===== src/rtl/pacc_pkg.sv =====
package pacc_pkg;
  typedef enum logic [1:0] {
    CS_PRESC  = 2'b00,
    CS_ACC    = 2'b01,
    CS_DIV_LO = 2'b10,
    CS_DIV_HI = 2'b11
  } clk_src_e;

  typedef enum logic {
    MD_EVENT = 1'b0,
    MD_GATED = 1'b1
  } acc_mode_e;
endpackage


===== src/rtl/pacc_pin_sync.sv =====
module pacc_pin_sync #(
  parameter int unsigned STAGES = 2
) (
  input  logic clk_i,
  input  logic rst_ni,
  input  logic pin_i,
  output logic pin_s_o,
  output logic rise_o,
  output logic fall_o
);
  logic [STAGES-1:0] sync_q;
  logic              prev_q;

  always_ff @(posedge clk_i or negedge rst_ni) begin
    if (!rst_ni) begin
      sync_q <= '0;
      prev_q <= 1'b0;
    end else begin
      sync_q <= {sync_q[STAGES-2:0], pin_i};
      prev_q <= sync_q[STAGES-1];
    end
  end

  assign pin_s_o = sync_q[STAGES-1];
  assign rise_o  = pin_s_o & ~prev_q;
  assign fall_o  = ~pin_s_o & prev_q;
endmodule


===== src/rtl/pacc_gate_tick.sv =====
module pacc_gate_tick #(
  parameter int unsigned DIV = 64
) (
  input  logic clk_i,
  input  logic rst_ni,
  input  logic en_i,
  output logic tick_o
);
  localparam int unsigned W = $clog2(DIV);
  logic [W-1:0] cnt_q;

  always_ff @(posedge clk_i or negedge rst_ni) begin
    if (!rst_ni)                cnt_q <= '0;
    else if (!en_i)             cnt_q <= '0;
    else if (cnt_q == W'(DIV-1)) cnt_q <= '0;
    else                        cnt_q <= cnt_q + 1'b1;
  end

  assign tick_o = en_i && (cnt_q == W'(DIV-1));
endmodule


===== src/rtl/pacc_clk_div.sv =====
module pacc_clk_div #(
  parameter int unsigned LO_BITS = 8,
  parameter int unsigned HI_BITS = 16
) (
  input  logic clk_i,
  input  logic rst_ni,
  input  logic evt_i,
  output logic lo_o,
  output logic hi_o
);
  logic [HI_BITS-1:0] cnt_q;

  always_ff @(posedge clk_i or negedge rst_ni) begin
    if (!rst_ni)    cnt_q <= '0;
    else if (evt_i) cnt_q <= cnt_q + 1'b1;
  end

  // pulse on the event that completes each period
  assign lo_o = evt_i && (&cnt_q[LO_BITS-1:0]);
  assign hi_o = evt_i && (&cnt_q);
endmodule


===== src/rtl/pulse_accum.sv =====
module pulse_accum
  import pacc_pkg::*;
#(
  parameter int unsigned CNT_W     = 16,
  parameter int unsigned GATE_DIV  = 64,
  parameter int unsigned SYNC_N    = 2,
  parameter int unsigned DIV_LO_W  = 8,
  parameter int unsigned DIV_HI_W  = 16
) (
  input  logic             clk_i,
  input  logic             rst_ni,
  input  logic             timer_en_i,
  input  logic             acc_en_i,
  input  logic             mode_i,
  input  logic             edge_sel_i,
  input  logic [1:0]       clk_sel_i,
  input  logic             presc_tick_i,
  input  logic             pin_i,
  input  logic             cnt_wr_i,
  input  logic [CNT_W-1:0] cnt_wdata_i,
  input  logic [1:0]       flag_clr_i,
  output logic [CNT_W-1:0] count_o,
  output logic             in_flag_o,
  output logic             ovf_flag_o,
  output logic             tmr_clk_en_o
);
  localparam logic [CNT_W-1:0] CNT_MAX = '1;

  logic pin_s, pin_rise, pin_fall, gate_tick;
  logic sel_edge, acc_evt, in_set, ovf_set;
  logic div_lo, div_hi;
  logic [CNT_W-1:0] count_q;
  logic in_flag_q, ovf_flag_q;
  acc_mode_e mode;
  clk_src_e  csel;

  assign mode = acc_mode_e'(mode_i);
  assign csel = clk_src_e'(clk_sel_i);

  pacc_pin_sync #(.STAGES(SYNC_N)) u_sync (
    .clk_i  (clk_i),
    .rst_ni (rst_ni),
    .pin_i  (pin_i),
    .pin_s_o(pin_s),
    .rise_o (pin_rise),
    .fall_o (pin_fall)
  );

  pacc_gate_tick #(.DIV(GATE_DIV)) u_tick (
    .clk_i (clk_i),
    .rst_ni(rst_ni),
    .en_i  (timer_en_i),
    .tick_o(gate_tick)
  );

  // same edge polarity serves event counting and gated trailing edge
  assign sel_edge = edge_sel_i ? pin_rise : pin_fall;
  assign in_set   = acc_en_i && sel_edge;

  always_comb begin
    acc_evt = 1'b0;
    if (acc_en_i) begin
      unique case (mode)
        MD_EVENT: acc_evt = sel_edge;
        MD_GATED: acc_evt = gate_tick && (pin_s == ~edge_sel_i);
        default:  acc_evt = 1'b0;
      endcase
    end
  end

  assign ovf_set = acc_evt && !cnt_wr_i && (count_q == CNT_MAX);

  always_ff @(posedge clk_i or negedge rst_ni) begin
    if (!rst_ni)       count_q <= '0;
    else if (cnt_wr_i) count_q <= cnt_wdata_i;
    else if (acc_evt)  count_q <= count_q + 1'b1;
  end

  always_ff @(posedge clk_i or negedge rst_ni) begin
    if (!rst_ni) begin
      in_flag_q  <= 1'b0;
      ovf_flag_q <= 1'b0;
    end else begin
      in_flag_q  <= in_set  | (in_flag_q  & ~flag_clr_i[0]);
      ovf_flag_q <= ovf_set | (ovf_flag_q & ~flag_clr_i[1]);
    end
  end

  pacc_clk_div #(.LO_BITS(DIV_LO_W), .HI_BITS(DIV_HI_W)) u_div (
    .clk_i (clk_i),
    .rst_ni(rst_ni),
    .evt_i (acc_evt),
    .lo_o  (div_lo),
    .hi_o  (div_hi)
  );

  always_comb begin
    unique case (csel)
      CS_PRESC:  tmr_clk_en_o = presc_tick_i;
      CS_ACC:    tmr_clk_en_o = acc_evt;
      CS_DIV_LO: tmr_clk_en_o = div_lo;
      CS_DIV_HI: tmr_clk_en_o = div_hi;
      default:   tmr_clk_en_o = 1'b0;
    endcase
  end

  assign count_o    = count_q;
  assign in_flag_o  = in_flag_q;
  assign ovf_flag_o = ovf_flag_q;
endmodule


===== config.mk =====
export PLATFORM = sky130hd
export DESIGN_NAME = pulse_accum
export DESIGN_NICKNAME = d
export VERILOG_FILES = /design/src/rtl/pacc_pkg.sv /design/src/rtl/pacc_pin_sync.sv /design/src/rtl/pacc_gate_tick.sv /design/src/rtl/pacc_clk_div.sv /design/src/rtl/pulse_accum.sv
export SDC_FILE = /design/constraint.sdc
export NUM_CORES = 1
export LEC_CHECK = 0
export BUFFER_PORTS_ARGS = -buffer_cell sky130_fd_sc_hd__buf_2
export CORE_ASPECT_RATIO = 0.6
export CORE_MARGIN = 8
export CORE_UTILIZATION = 45
export CTS_BUF_LIST = sky130_fd_sc_hd__clkbuf_8
export CTS_CLUSTER_SIZE = 30
export DETAILED_ROUTE_END_ITERATION = 10
export PLACE_DENSITY = 0.67
export SYNTH_ARGS = -nofsm -noshare
export SYNTH_HDL_FRONTEND = slang
export SYNTH_SLANG_ARGS = --single-unit

===== constraint.sdc =====
create_clock -name clk_i -period 2.4 [get_ports clk_i]
set_input_delay 0.12 -clock clk_i [delete_from_list [all_inputs] [get_ports clk_i]]
set_output_delay 0.12 -clock clk_i [all_outputs]
set_load 0.01 [all_outputs]

==> impl_metrics.yaml <==
cts:
  cts_tree: "yes"
  postCtsSetupBuffers: 0
  clkSinkCount: 43
  cts_resized: 0
  cts_hold_buf: 4
  cts.clk_slew.worst_paths_ns: 0.09
  cts_max_path_buffers: 2
  htreeDepth: 2
  clockRootBuffer: "clkbuf_8"
  cts_made_buffers: 5
  clock_latency_ns: 0.30
power:
  swShare_pct: 31.3
  power.leakage_nw: 1.22
  p_clk_share_pct: 28.7
  ir_worst_vdd_mv: 0.347
  power.share.sequential_pct: 53.7
  p_sw_uw: 503
  intPower_mw: 1.10
  comb_power_share_pct: 17.5
  p_per_area_mw_per_mm2: 550
  p_total_mw: 1.60
sta:
  slew_headroom_pct: 60.3
  hold_viol: 0
  final.setup.tns_ns: 0
  finalCritPeriodShare_pct: 90.9
  setup_ws_ns: 0.218
  slew_violations: 0
  period_needed_ns: 2.18
  worstMarginPinSlew_ns: 0.595
  fmax_ghz: 0.458
  setup_viol: 0
  fin_skew_ns: 0.00823
  rsz0062_at_grt: "false"
global_routing:
  grt_max_degree: 36
  overflow: 0
  antenna_found_initial: 0
  grt_pass1_wl_mm: 10.4
  grt_use_total_pct: 15.6
  grt_pass1_vias: 2006
yosys:
  synth-edff-count: 0
  syn_inst: 257
  yosys_warnings: 0
  synth.yosys.seq_area_share_pct: 42.7
  ys_ff_latch: 43
  syn-cell-area_mm2: 0.00252
  syn_nets: 289
  yosysUniqueCellTypes: 47
  synth_ff_type: "dfrtp_1"
  async_flop_share_pct: 100
  syn_avg_cell_area_um2: 9.80
floorplan:
  fp.dieH_um: 74.0
  die_x_um: 113
  pin_count: 48
  die_area_mm2: 0.00833
  start_util_pct: 45.9
  rows: 21
  core-area_mm2: 0.00549
worst_setup_path:
  crit_required_ns: 2.28
  cp-start-kind: "register"
  cp_cell_sequence: "or3b_4 > a211oi_2 > buf_12 > o2111ai_1 > nand3_1 > buf_2"
  path_class: "register to primary output"
  arrival_ns: 2.06
  end_kind: "primary output"
  critPathMaxFanout: 26
  slowest_stage: "or3b_4"
  cpPeakStageDelay_ns: 0.43
route:
  totalWireLength_mm: 6.21
  vias: 2197
  post_drt_wl_per_cell_um: 16.7
  first_pass_iters: 4
  viasPerCell: 5.91
  drt_iter0_drc: 170
  drcViolationCount: 0
  final_antenna_net_count: 0
finish:
  nets: 334
  insertedDiodeCount: 0
  drive_gt1_share_pct: 24.1
  syn_to_final_growth_pct: 15.9
  final_cell_area_mm2: 0.00292
placed_design:
  placed_cell_area_mm2: 0.00279
  dpl_worst_slack_ns: 0.328
  dpl.hpwl_mm: 4.39
  gp_congestion: 0.801
  port_buffers: 47
job:
  drv_cap: 0
worst_hold_path:
  hp-class: "primary input to register"
outcome:
  status: "finished clean"
-- power groups by stage --
stage	Sequential, mW	Combinational, mW	Clock [mW]
3_3_place_gp	0.871	0.276	0
6_report	0.862	0.282	0.461
2_1_floorplan	0.869	0.162	0
4_1_cts	0.861	0.285	0.476
5_1_grt	0.873	0.318	0.502
3_5_place_dp	0.875	0.279	0
-- metal layers --
metal / global-route usage, % / up-vias / part of all wire (%)
li1: - / 1055 / -
met1: 23.3 / 1066 / 51
met2: 20.8 / 69 / 40
met3: 4.86 / 7 / 8.1
met4: 3.86 / 0 / 0.97
met5: 0 / - / 0
-- registers in the layout (all words and copies together) (netlist names) --
name and flops:
count_o 16, u_div.cnt_q 16, u_tick.cnt_q 6, u_sync.sync_q 2, in_flag_o 1, ovf_flag_o 1, u_sync.prev_q 1
-- worst max-delay path, delay by kind of cell (launching register included) --
kind | cells | cell delay [ns]
and+or+nand+nor | 2 | 0.53
AOI/OAI and AO/OA | 2 | 0.45
DFF | 1 | 0.42
buffers and inverters | 2 | 0.35
-- through the flow --
step / std cells / util, % / hold slack (ns)
after detailed placement: 360 / 50.9 / 0.151
after CTS: 372 / 53.2 / 0.0138
after global routing: 372 / 53.2 / 0.0281
after floorplan: 257 / - / -0.176
after global placement: 360 / 50.9 / 0.152
final: 372 / 53.2 / 0.0184
-- final timing paths --
check / slack [ns] / to / cells past startpoint / from
setup / recovery: 0.22 / tmr_clk_en_o / 6 / u_sync.sync_q[1]
hold / removal: 0.02 / count_o[0] / 3 / cnt_wdata_i[0]
setup reg to reg: 0.31 / u_div.cnt_q[13] / 6 / u_tick.cnt_q[0]
hold reg to reg: 0.35 / u_sync.sync_q[1] / 0 / u_sync.sync_q[0]
max in group asynchronous: 1.38 / count_o[15] / 3 / rst_ni
min in group asynchronous: 0.34 / count_o[9] / 2 / rst_ni
-- synthesized netlist by cell type (2+ instances only) --
cell / n / area share (%)
a2111o_1: 4 / 1.8
a2111oi_2: 7 / 4.2
a211oi_1: 2 / 0.60
a211oi_2: 2 / 0.99
a21boi_1: 2 / 0.60
a21o_1: 2 / 0.60
a21oi_1: 4 / 0.79
a221o_1: 4 / 1.6
and2_1: 7 / 1.7
and3_1: 3 / 0.75
buf_2: 3 / 0.60
buf_6: 4 / 1.8
clkbuf_1: 9 / 1.3
dfrtp_1: 43 / 43
ha_1: 3 / 1.5
inv_1: 8 / 1.2
nand2_1: 32 / 4.8
nand3_1: 13 / 2.6
nand3b_1: 2 / 0.60
nand4_1: 6 / 1.5
nor2_1: 16 / 2.4
nor2b_1: 3 / 0.75
nor3_1: 4 / 0.79
o2111ai_1: 12 / 4.2
o211ai_1: 17 / 5.1
o21ai_0: 3 / 0.60
o21ai_1: 3 / 0.60
or2_2: 2 / 0.50
or3_1: 2 / 0.50
xnor2_1: 15 / 5.2
xor2_1: 4 / 1.4
-- placed cells by master (no fill, tap or decap), types with 4 or more instances in the layout --
cell	instances
o2111ai_1	12
clkbuf_8	5
nand3_1	13
dlygate4sd3_1	4
nand4_1	6
nor3_1	4
nor2_1	16
dfrtp_1	43
xor2_1	4
inv_1	9
xnor2_1	15
nand2_1	32
a2111oi_2	7
o211ai_1	17
and2_1	7
a2111o_1	4
buf_2	47
a21oi_1	4
a221o_1	4
-- kinds of logic after synthesis --
logic type | Yosys count | synth area share, %
simple gates | 96 | 19.1
fa+ha+maj | 3 | 1.49
compound gates | 70 | 24.6
flops | 43 | 42.7
mux | 1 | 0.447
buf+inv | 25 | 5.07
xor+xnor | 19 | 6.61
-- final cells by class --
type | count | area [um^2]
Timing Repair Buffer | 55 | 318
Clock buffer | 5 | 68.8
Fill cell | 533 | 2570
Inverter | 8 | 30.0
Sequential cell | 43 | 1080
Multi-Input combinational cell | 189 | 1320
Clock inverter | 3 | 16.3
Tap cell | 69 | 86.3
No activity file was read; power rests on OpenSTA's default activity.
